`src/rtl/pwt_pkg.sv`:
```
package pwt_pkg;
  localparam int unsigned NPOST = 5;
  // index of each posted register in the pending vector
  localparam int unsigned PI_CTRL  = 0;
  localparam int unsigned PI_CNT   = 1;
  localparam int unsigned PI_LOAD  = 2;
  localparam int unsigned PI_TRIG  = 3;
  localparam int unsigned PI_MATCH = 4;

  localparam logic [7:0] OFS_REV   = 8'h00;
  localparam logic [7:0] OFS_CFG   = 8'h10;
  localparam logic [7:0] OFS_SYS   = 8'h14;
  localparam logic [7:0] OFS_STS   = 8'h18;
  localparam logic [7:0] OFS_IEN   = 8'h1C;
  localparam logic [7:0] OFS_WEN   = 8'h20;
  localparam logic [7:0] OFS_CTRL  = 8'h24;
  localparam logic [7:0] OFS_CNT   = 8'h28;
  localparam logic [7:0] OFS_LOAD  = 8'h2C;
  localparam logic [7:0] OFS_TRIG  = 8'h30;
  localparam logic [7:0] OFS_WPS   = 8'h34;
  localparam logic [7:0] OFS_MATCH = 8'h38;

  // control bits
  localparam int unsigned CB_RUN  = 0;
  localparam int unsigned CB_AUTO = 1;
  localparam int unsigned CB_PTV  = 2;
  localparam int unsigned CB_PRE  = 5;
  localparam int unsigned CB_CMP  = 6;
  localparam int unsigned CTRL_W  = 7;

  // status / enable bits
  localparam int unsigned SB_MAT = 0;
  localparam int unsigned SB_OVF = 1;
  localparam int unsigned SB_CAP = 2;
  localparam int unsigned STS_W  = 3;

  localparam int unsigned CFG_W  = 10;
  localparam int unsigned CFG_SRST = 1;
endpackage

```
`src/rtl/pwt_post.sv`:
```
module pwt_post #(
  parameter int W     = 32,
  parameter int DELAY = 2
) (
  input  logic         clk,
  input  logic         rst_n,
  input  logic         srst,
  input  logic         wr,
  input  logic [W-1:0] wdata,
  output logic         pend,
  output logic         commit,
  output logic [W-1:0] shadow
);
  localparam int AGW = (DELAY > 2) ? $clog2(DELAY) : 1;

  logic           pend_q, pend_d;
  logic [AGW-1:0] age_q, age_d;
  logic [W-1:0]   sh_q, sh_d;

  assign commit = pend_q && (age_q == '0) && !srst;
  assign pend   = pend_q;
  assign shadow = sh_q;

  always_comb begin
    pend_d = pend_q;
    age_d  = age_q;
    sh_d   = sh_q;
    if (commit)      pend_d = 1'b0;
    else if (pend_q) age_d  = age_q - 1'b1;
    if (wr) begin
      pend_d = 1'b1;
      age_d  = AGW'(DELAY - 1);
      sh_d   = wdata;
    end
    if (srst) begin
      pend_d = 1'b0;
      age_d  = '0;
    end
  end

  always_ff @(posedge clk or negedge rst_n) begin
    if (!rst_n) begin
      pend_q <= 1'b0;
      age_q  <= '0;
      sh_q   <= '0;
    end else begin
      pend_q <= pend_d;
      age_q  <= age_d;
      sh_q   <= sh_d;
    end
  end
endmodule

```
`src/rtl/pwt_count.sv`:
```
module pwt_count #(
  parameter int W  = 32,
  parameter int PW = 3
) (
  input  logic          clk,
  input  logic          rst_n,
  input  logic          srst,
  input  logic          run,
  input  logic          auto_rl,
  input  logic          pre_en,
  input  logic [PW-1:0] ptv,
  input  logic          cmp_en,
  input  logic [W-1:0]  load_val,
  input  logic [W-1:0]  match_val,
  input  logic          ctrl_wr,
  input  logic          cnt_wr,
  input  logic [W-1:0]  cnt_wdata,
  input  logic          trg,
  output logic [W-1:0]  count,
  output logic          ovf_evt,
  output logic          mat_evt,
  output logic          stop_evt
);
  localparam int PCW = 2 ** PW;

  logic [PCW-1:0] pre_q, pre_d, pre_lim;
  logic [W-1:0]   cnt_q, cnt_d;
  logic           tick, at_top, busy;

  assign pre_lim  = PCW'((2 ** (32'(ptv) + 1)) - 1);
  assign tick     = run && (!pre_en || pre_q == pre_lim);
  assign at_top   = &cnt_q;
  assign busy     = cnt_wr || trg;
  assign ovf_evt  = tick && at_top && !busy;
  assign mat_evt  = tick && cmp_en && !at_top && !busy && ((cnt_q + 1'b1) == match_val);
  assign stop_evt = ovf_evt && !auto_rl;
  assign count    = cnt_q;

  always_comb begin
    pre_d = pre_q;
    if (ctrl_wr || tick || !run) pre_d = '0;
    else if (pre_en)             pre_d = pre_q + 1'b1;
    cnt_d = cnt_q;
    if (cnt_wr)    cnt_d = cnt_wdata;
    else if (trg)  cnt_d = load_val;
    else if (tick) cnt_d = at_top ? (auto_rl ? load_val : '0) : cnt_q + 1'b1;
    if (srst) begin
      pre_d = '0;
      cnt_d = '0;
    end
  end

  always_ff @(posedge clk or negedge rst_n) begin
    if (!rst_n) begin
      pre_q <= '0;
      cnt_q <= '0;
    end else begin
      pre_q <= pre_d;
      cnt_q <= cnt_d;
    end
  end
endmodule

```
`src/rtl/pwt_top.sv`:
```
module pwt_top
  import pwt_pkg::*;
#(
  parameter int          AW        = 8,
  parameter int          DW        = 32,
  parameter int          POST_DLY  = 2,
  parameter logic [3:0]  REV_MAJOR = 4'h2,
  parameter logic [3:0]  REV_MINOR = 4'h1
) (
  input  logic          clk,
  input  logic          rst_n,
  input  logic [AW-1:0] bus_addr,
  input  logic [DW-1:0] bus_wdata,
  input  logic          bus_wr,
  input  logic          bus_rd,
  output logic [DW-1:0] bus_rdata,
  output logic          irq_o,
  output logic          wake_o
);
  localparam logic [7:0] POST_OFS [NPOST] = '{OFS_CTRL, OFS_CNT, OFS_LOAD, OFS_TRIG, OFS_MATCH};

  logic [NPOST-1:0] post_wr, post_pend, post_commit;
  logic [DW-1:0]    post_sh [NPOST];

  logic              srst_q, srst_d;
  logic [CTRL_W-1:0] ctrl_q, ctrl_d;
  logic [DW-1:0]     load_q, load_d, match_q, match_d;
  logic [STS_W-1:0]  sts_q, sts_d, ien_q, ien_d, wen_q, wen_d, sts_set, sts_clr;
  logic [CFG_W-1:0]  cfg_q, cfg_d;
  logic              irq_d, wake_d;
  logic [DW-1:0]     count;
  logic              ovf_evt, mat_evt, stop_evt;

  function automatic logic hit(input logic [AW-1:0] a, input logic [7:0] ofs);
    return a == AW'(ofs);
  endfunction

  for (genvar g = 0; g < NPOST; g++) begin : g_post
    assign post_wr[g] = bus_wr && hit(bus_addr, POST_OFS[g]);
    pwt_post #(.W(DW), .DELAY(POST_DLY)) u_post (
      .clk(clk), .rst_n(rst_n), .srst(srst_q), .wr(post_wr[g]), .wdata(bus_wdata),
      .pend(post_pend[g]), .commit(post_commit[g]), .shadow(post_sh[g])
    );
  end

  pwt_count #(.W(DW), .PW(3)) u_count (
    .clk(clk), .rst_n(rst_n), .srst(srst_q),
    .run(ctrl_q[CB_RUN]), .auto_rl(ctrl_q[CB_AUTO]), .pre_en(ctrl_q[CB_PRE]),
    .ptv(ctrl_q[CB_PTV +: 3]), .cmp_en(ctrl_q[CB_CMP]),
    .load_val(load_q), .match_val(match_q),
    .ctrl_wr(post_commit[PI_CTRL]), .cnt_wr(post_commit[PI_CNT]),
    .cnt_wdata(post_sh[PI_CNT]), .trg(post_commit[PI_TRIG]),
    .count(count), .ovf_evt(ovf_evt), .mat_evt(mat_evt), .stop_evt(stop_evt)
  );

  // next-state
  always_comb begin
    sts_set = '0;
    sts_set[SB_MAT] = mat_evt;
    sts_set[SB_OVF] = ovf_evt;
    sts_clr = (bus_wr && hit(bus_addr, OFS_STS)) ? bus_wdata[STS_W-1:0] : '0;

    srst_d  = bus_wr && hit(bus_addr, OFS_CFG) && bus_wdata[CFG_SRST];
    ctrl_d  = ctrl_q;
    if (post_commit[PI_CTRL]) ctrl_d = post_sh[PI_CTRL][CTRL_W-1:0];
    else if (stop_evt)        ctrl_d[CB_RUN] = 1'b0;
    load_d  = post_commit[PI_LOAD]  ? post_sh[PI_LOAD]  : load_q;
    match_d = post_commit[PI_MATCH] ? post_sh[PI_MATCH] : match_q;
    sts_d   = (sts_q & ~sts_clr) | sts_set;
    ien_d   = (bus_wr && hit(bus_addr, OFS_IEN)) ? bus_wdata[STS_W-1:0] : ien_q;
    wen_d   = (bus_wr && hit(bus_addr, OFS_WEN)) ? bus_wdata[STS_W-1:0] : wen_q;
    cfg_d   = cfg_q;
    if (bus_wr && hit(bus_addr, OFS_CFG)) begin
      cfg_d = bus_wdata[CFG_W-1:0];
      cfg_d[CFG_SRST] = 1'b0;
    end
    irq_d  = |(sts_q & ien_q);
    wake_d = |(sts_q & wen_q);
    if (srst_q) begin
      srst_d = 1'b0; ctrl_d = '0; load_d = '0; match_d = '0;
      sts_d = '0; ien_d = '0; wen_d = '0; cfg_d = '0; irq_d = 1'b0; wake_d = 1'b0;
    end
  end

  always_ff @(posedge clk or negedge rst_n) begin
    if (!rst_n) begin
      srst_q <= 1'b0; ctrl_q <= '0; load_q <= '0; match_q <= '0;
      sts_q <= '0; ien_q <= '0; wen_q <= '0; cfg_q <= '0;
      irq_o <= 1'b0; wake_o <= 1'b0;
    end else begin
      srst_q <= srst_d; ctrl_q <= ctrl_d; load_q <= load_d; match_q <= match_d;
      sts_q <= sts_d; ien_q <= ien_d; wen_q <= wen_d; cfg_q <= cfg_d;
      irq_o <= irq_d; wake_o <= wake_d;
    end
  end

  // read mux
  always_comb begin
    bus_rdata = '0;
    if (bus_rd) begin
      if (hit(bus_addr, OFS_REV))   bus_rdata = DW'({REV_MAJOR, REV_MINOR});
      if (hit(bus_addr, OFS_CFG))   bus_rdata = DW'(cfg_q | (CFG_W'(srst_q) << CFG_SRST));
      if (hit(bus_addr, OFS_SYS))   bus_rdata = DW'(!srst_q);
      if (hit(bus_addr, OFS_STS))   bus_rdata = DW'(sts_q);
      if (hit(bus_addr, OFS_IEN))   bus_rdata = DW'(ien_q);
      if (hit(bus_addr, OFS_WEN))   bus_rdata = DW'(wen_q);
      if (hit(bus_addr, OFS_CTRL))  bus_rdata = DW'(ctrl_q);
      if (hit(bus_addr, OFS_CNT))   bus_rdata = count;
      if (hit(bus_addr, OFS_LOAD))  bus_rdata = load_q;
      if (hit(bus_addr, OFS_WPS))   bus_rdata = DW'(post_pend);
      if (hit(bus_addr, OFS_MATCH)) bus_rdata = match_q;
    end
  end

  logic unused_bits;
  assign unused_bits = ^{post_sh[PI_CTRL][DW-1:CTRL_W], post_sh[PI_TRIG]};
endmodule

```
`config.mk`:
```
export PLATFORM = sky130hd
export DESIGN_NAME = pwt_top
export DESIGN_NICKNAME = d
export VERILOG_FILES = /design/src/rtl/pwt_pkg.sv /design/src/rtl/pwt_post.sv /design/src/rtl/pwt_count.sv /design/src/rtl/pwt_top.sv
export SDC_FILE = /design/constraint.sdc
export NUM_CORES = 1
export LEC_CHECK = 0
export BUFFER_PORTS_ARGS = -buffer_cell sky130_fd_sc_hd__buf_2
export CAP_MARGIN = 0
export CORE_MARGIN = 10
export CORE_UTILIZATION = 66
export DETAILED_ROUTE_END_ITERATION = 7
export PLACE_DENSITY = 0.86
export SLEW_MARGIN = 20
export SYNTH_ARGS = -nofsm -noshare
export SYNTH_HDL_FRONTEND = slang
export SYNTH_SLANG_ARGS = --single-unit
```
`constraint.sdc`:
```
create_clock -name clk -period 6.4 [get_ports clk]
set_input_delay 0.32 -clock clk [delete_from_list [all_inputs] [get_ports clk]]
set_output_delay 0.32 -clock clk [all_outputs]
set_load 0.02 [all_outputs]
```
==> results.py <==
metrics = {
    "placement": {
        "numPortBuffers": 77,
        "gp_congestion": 1.011,
        "hpwlAfterDp_mm": 24.33,
    },
    "cts": {
        "clockRootBuffer": "clkbuf_16",
        "path_clk_slew_ns": 0.06,
        "cts_tree": "done",
        "clock-sinks": 245,
        "htree_levels": 1,
        "insertion_delay_ns": 0.53,
        "clk_path_buf_depth": 3,
        "ctsHoldBuffers": 1,
        "postCtsSetupBuffers": 0,
        "numCtsBuffers": 25,
        "cts_resized": 0,
    },
    "floorplanning": {
        "io_pins": 78,
        "std_cell_rows": 50,
        "core_um2": 18770,
        "start_util": 0.6710,
        "die_w_um": 158.1,
        "dieArea_um2": 25010,
        "die_y_um": 158.1,
    },
    "logic_synthesis": {
        "synth.avg_cell_area_um2": 10.59,
        "yosysTopAreaCellShare": 0.4868,
        "yosysSeqAreaShare": 0.4868,
        "syn-cell-area_um2": 12590,
        "synth_most_common_cell": "dfrtp_1",
        "synthTopCellsByArea": "dfrtp_1, mux2_2, a22o_1, nor2_1, a21oi_1",
        "synth_nets": 1236,
        "yosysTopAreaCell": "dfrtp_1",
        "syn_inst": 1189,
        "ys_warn_count": 0,
        "ys_async_sr_fraction": 1.000,
        "synth-edff-count": 0,
        "yosys-top-cells-count": "dfrtp_1, mux2_2, nor2_1, nand2_1, clkbuf_1",
        "ys_seq_elements": 245,
        "synth-main-ff-cell": "dfrtp_1",
        "synth_cell_types": 74,
    },
    "timing": {
        "report.final.hold_viol_count": 0,
        "min_period_over_period": 0.5500,
        "finalCriticalPeriod_ns": 3.520,
        "setup_tns_ns": 0,
        "rsz0062_at_grt": "false",
        "max-slew-margin-rel": 0.2275,
        "final-setup-viol-count": 0,
        "worst_slew_pin_slew_ns": 1.159,
        "fmax_mhz": 284.1,
        "drv_slew": 0,
        "clock_skew_ns": 0.02276,
    },
    "worst_setup_path": {
        "critPathTopFamily": "simple AND/OR/NAND/NOR gates",
        "crit_path_max_fanout": 16,
        "worst_ep_required_time_ns": 6.80,
        "slowest_delay_ns": 0.79,
        "cp_num_buf_inv": 0,
        "cp.arrival_ns": 3.92,
        "crit_type": "reg2reg",
        "path_cells": "nand3_1 -> or4_1 -> nor3_4 -> nand3_2 -> o21ai_1 -> o2bb2ai_1 -> a221oi_1 -> nor2_1",
        "crit_cells": 8,
        "endpoint_kind": "flop",
        "r2r.worst_path.cells": 8,
        "slowest_stage": "or4_1",
        "worst_setup_path_start_kind": "flop",
    },
    "layout": {
        "fin_util": 0.7399,
        "drive_gt1_frac": 0.2141,
        "diodes": 0,
        "num-nets-final": 1267,
        "fillCellCount": 1312,
        "syn_to_final_growth_pct": 10.27,
    },
    "drt": {
        "wl_met2_mm": 16.41,
        "drtAntennaViolNets": 0,
        "wl_mm": 36.32,
        "wl_met1_mm": 15.02,
        "dr.pass1.iters": 8,
        "initialDrtViolationCount": 1384,
        "via_per_inst": 7.063,
        "vias": 10400,
        "drc": 2,
        "wl_per_cell_um": 24.68,
        "top_layer": "met4",
        "met3WireLength_mm": 3.525,
    },
    "global_route": {
        "grt_usage": 0.2951,
        "overflow": 0,
        "grt_pass1_wl_mm": 58.47,
        "grt_max_degree": 107,
        "antenna_found_initial": 0,
        "grt_pass1_vias": 10280,
    },
    "power_and_ir_drop": {
        "power_density_nw_per_um2": 267.7,
        "total_leakage_power_nw": 6.407,
        "ir_worst_vdd_mv": 0.2243,
    },
    "worst_hold_path": {
        "hold-path-cell-count": 2,
        "hold_path.class": "in2reg",
    },
    "flow_run": {
        "cap_violations": 0,
    },
    "run_status": {
        "violations": "DRC",
        "outcome": "finished, violations left",
    },
}
routing by layer:
layer | GRT usage | vias up
li1 | - | 4483
met5 | 0 | -
met2 | 0.4412 | 633
met1 | 0.4168 | 5175
met3 | 0.05699 | 105
met4 | 0.1142 | 0
worst paths after layout:
check	start	to	slack [ns]
hold / removal	bus_wdata[30]	g_post[2].u_post.shadow[30]$_DFFE_PN0P_	0.05
hold reg to reg	g_post[2].u_post.shadow[26]$_DFFE_PN0P_	load_q[26]$_DFFE_PN0P_	0.48
setup reg to reg	u_count.count[13]$_DFFE_PN0P_	u_count.count[14]$_DFFE_PN0P_	2.88
max in group asynchronous	rst_n	load_q[18]$_DFFE_PN0P_	4.46
setup / recovery	u_count.count[13]$_DFFE_PN0P_	u_count.count[14]$_DFFE_PN0P_	2.88
min in group asynchronous	rst_n	u_count.pre_q[4]$_DFFE_PN0P_	0.44
state kept, by name, indices dropped and copies added, names as in the netlist, 5 cells and up:
register,count
cfg_q,9
ctrl_q,7
g_post.u_post.age_q,5
g_post.u_post.pend,5
g_post.u_post.shadow,103
load_q,32
match_q,32
u_count.count,32
u_count.pre_q,8
area by class of cell:
| class | count | area [µm²] | area share |
|---|---|---|---|
| Timing Repair Buffer | 97 | 548.0 | 0.03946 |
| Sequential cell | 245 | 6131 | 0.4415 |
| Multi-Input combinational cell | 835 | 6031 | 0.4343 |
| Inverter | 16 | 60.06 | 0.004325 |
| Clock buffer | 38 | 754.5 | 0.05433 |
| Clock inverter | 7 | 70.07 | 0.005045 |
| Tap cell | 234 | 292.8 | 0.02108 |
worst reg2reg max path: cells and delay by family (launching register included):
family | cells | cell delay (ns)
AOI/OAI and AO/OA | 3 | 1.09
DFF | 1 | 0.53
and+or+nand+nor | 5 | 1.79
where the power goes:
part,switching (W),total [W],internal [W],leakage [nW]
clock,0.000612,0.00147,0.000853,0.406
combinational,0.000238,0.000444,0.000206,2.65
sequential,0.000165,0.00181,0.00164,3.35
through the flow:
step | instance area, µm² | setup slack, ns | hold WS, ns | total power, W | std cells
3_3_place_gp | 13050 | 3.002 | 0.4307 | 0.002248 | 1426
3_5_place_dp | 13050 | 2.929 | 0.4363 | 0.002264 | 1426
2_1_floorplan | 12590 | 3.316 | 0.02441 | 0.002119 | 1189
6_report | 13890 | 2.880 | 0.04849 | 0.003718 | 1472
4_1_cts | 13890 | 2.919 | 0.04440 | 0.003713 | 1472
5_1_grt | 13890 | 2.655 | 0.05853 | 0.003856 | 1472
cell families (layout without fill, tap and decap cells):
group           after synthesis  after routing  synth area share
buf+inv                     109            158           0.03606
other cells                   1              1         0.0002978
xor+xnor                     66             66           0.04699
flops                       245            245            0.4868
mux                         115            115            0.1018
simple gates                350            350            0.1441
compound gates              300            300            0.1809
fa+ha+maj                     3              3          0.002981
cells in the final DEF (no fill, tap or decap), types with 14 or more instances in the layout:
master     synthesis  layout
a22o_1            74      74
nor2_1            98      94
nand4_1           16      16
a221oi_1          25      25
buf_4              6      19
nand3_1           40      39
buf_2              5      76
nand2_1           79      79
o21ai_0           20      20
nand2b_1          15      15
inv_1             16      16
mux2_2           105     105
dfrtp_1          245     245
xnor2_1           31      31
clkbuf_16          0      25
a222oi_1          28      28
xor2_1            34      34
a21oi_1           71      69
nor2b_1           27      27
and3_1            14      14
Power figures use the tool's default switching activity.
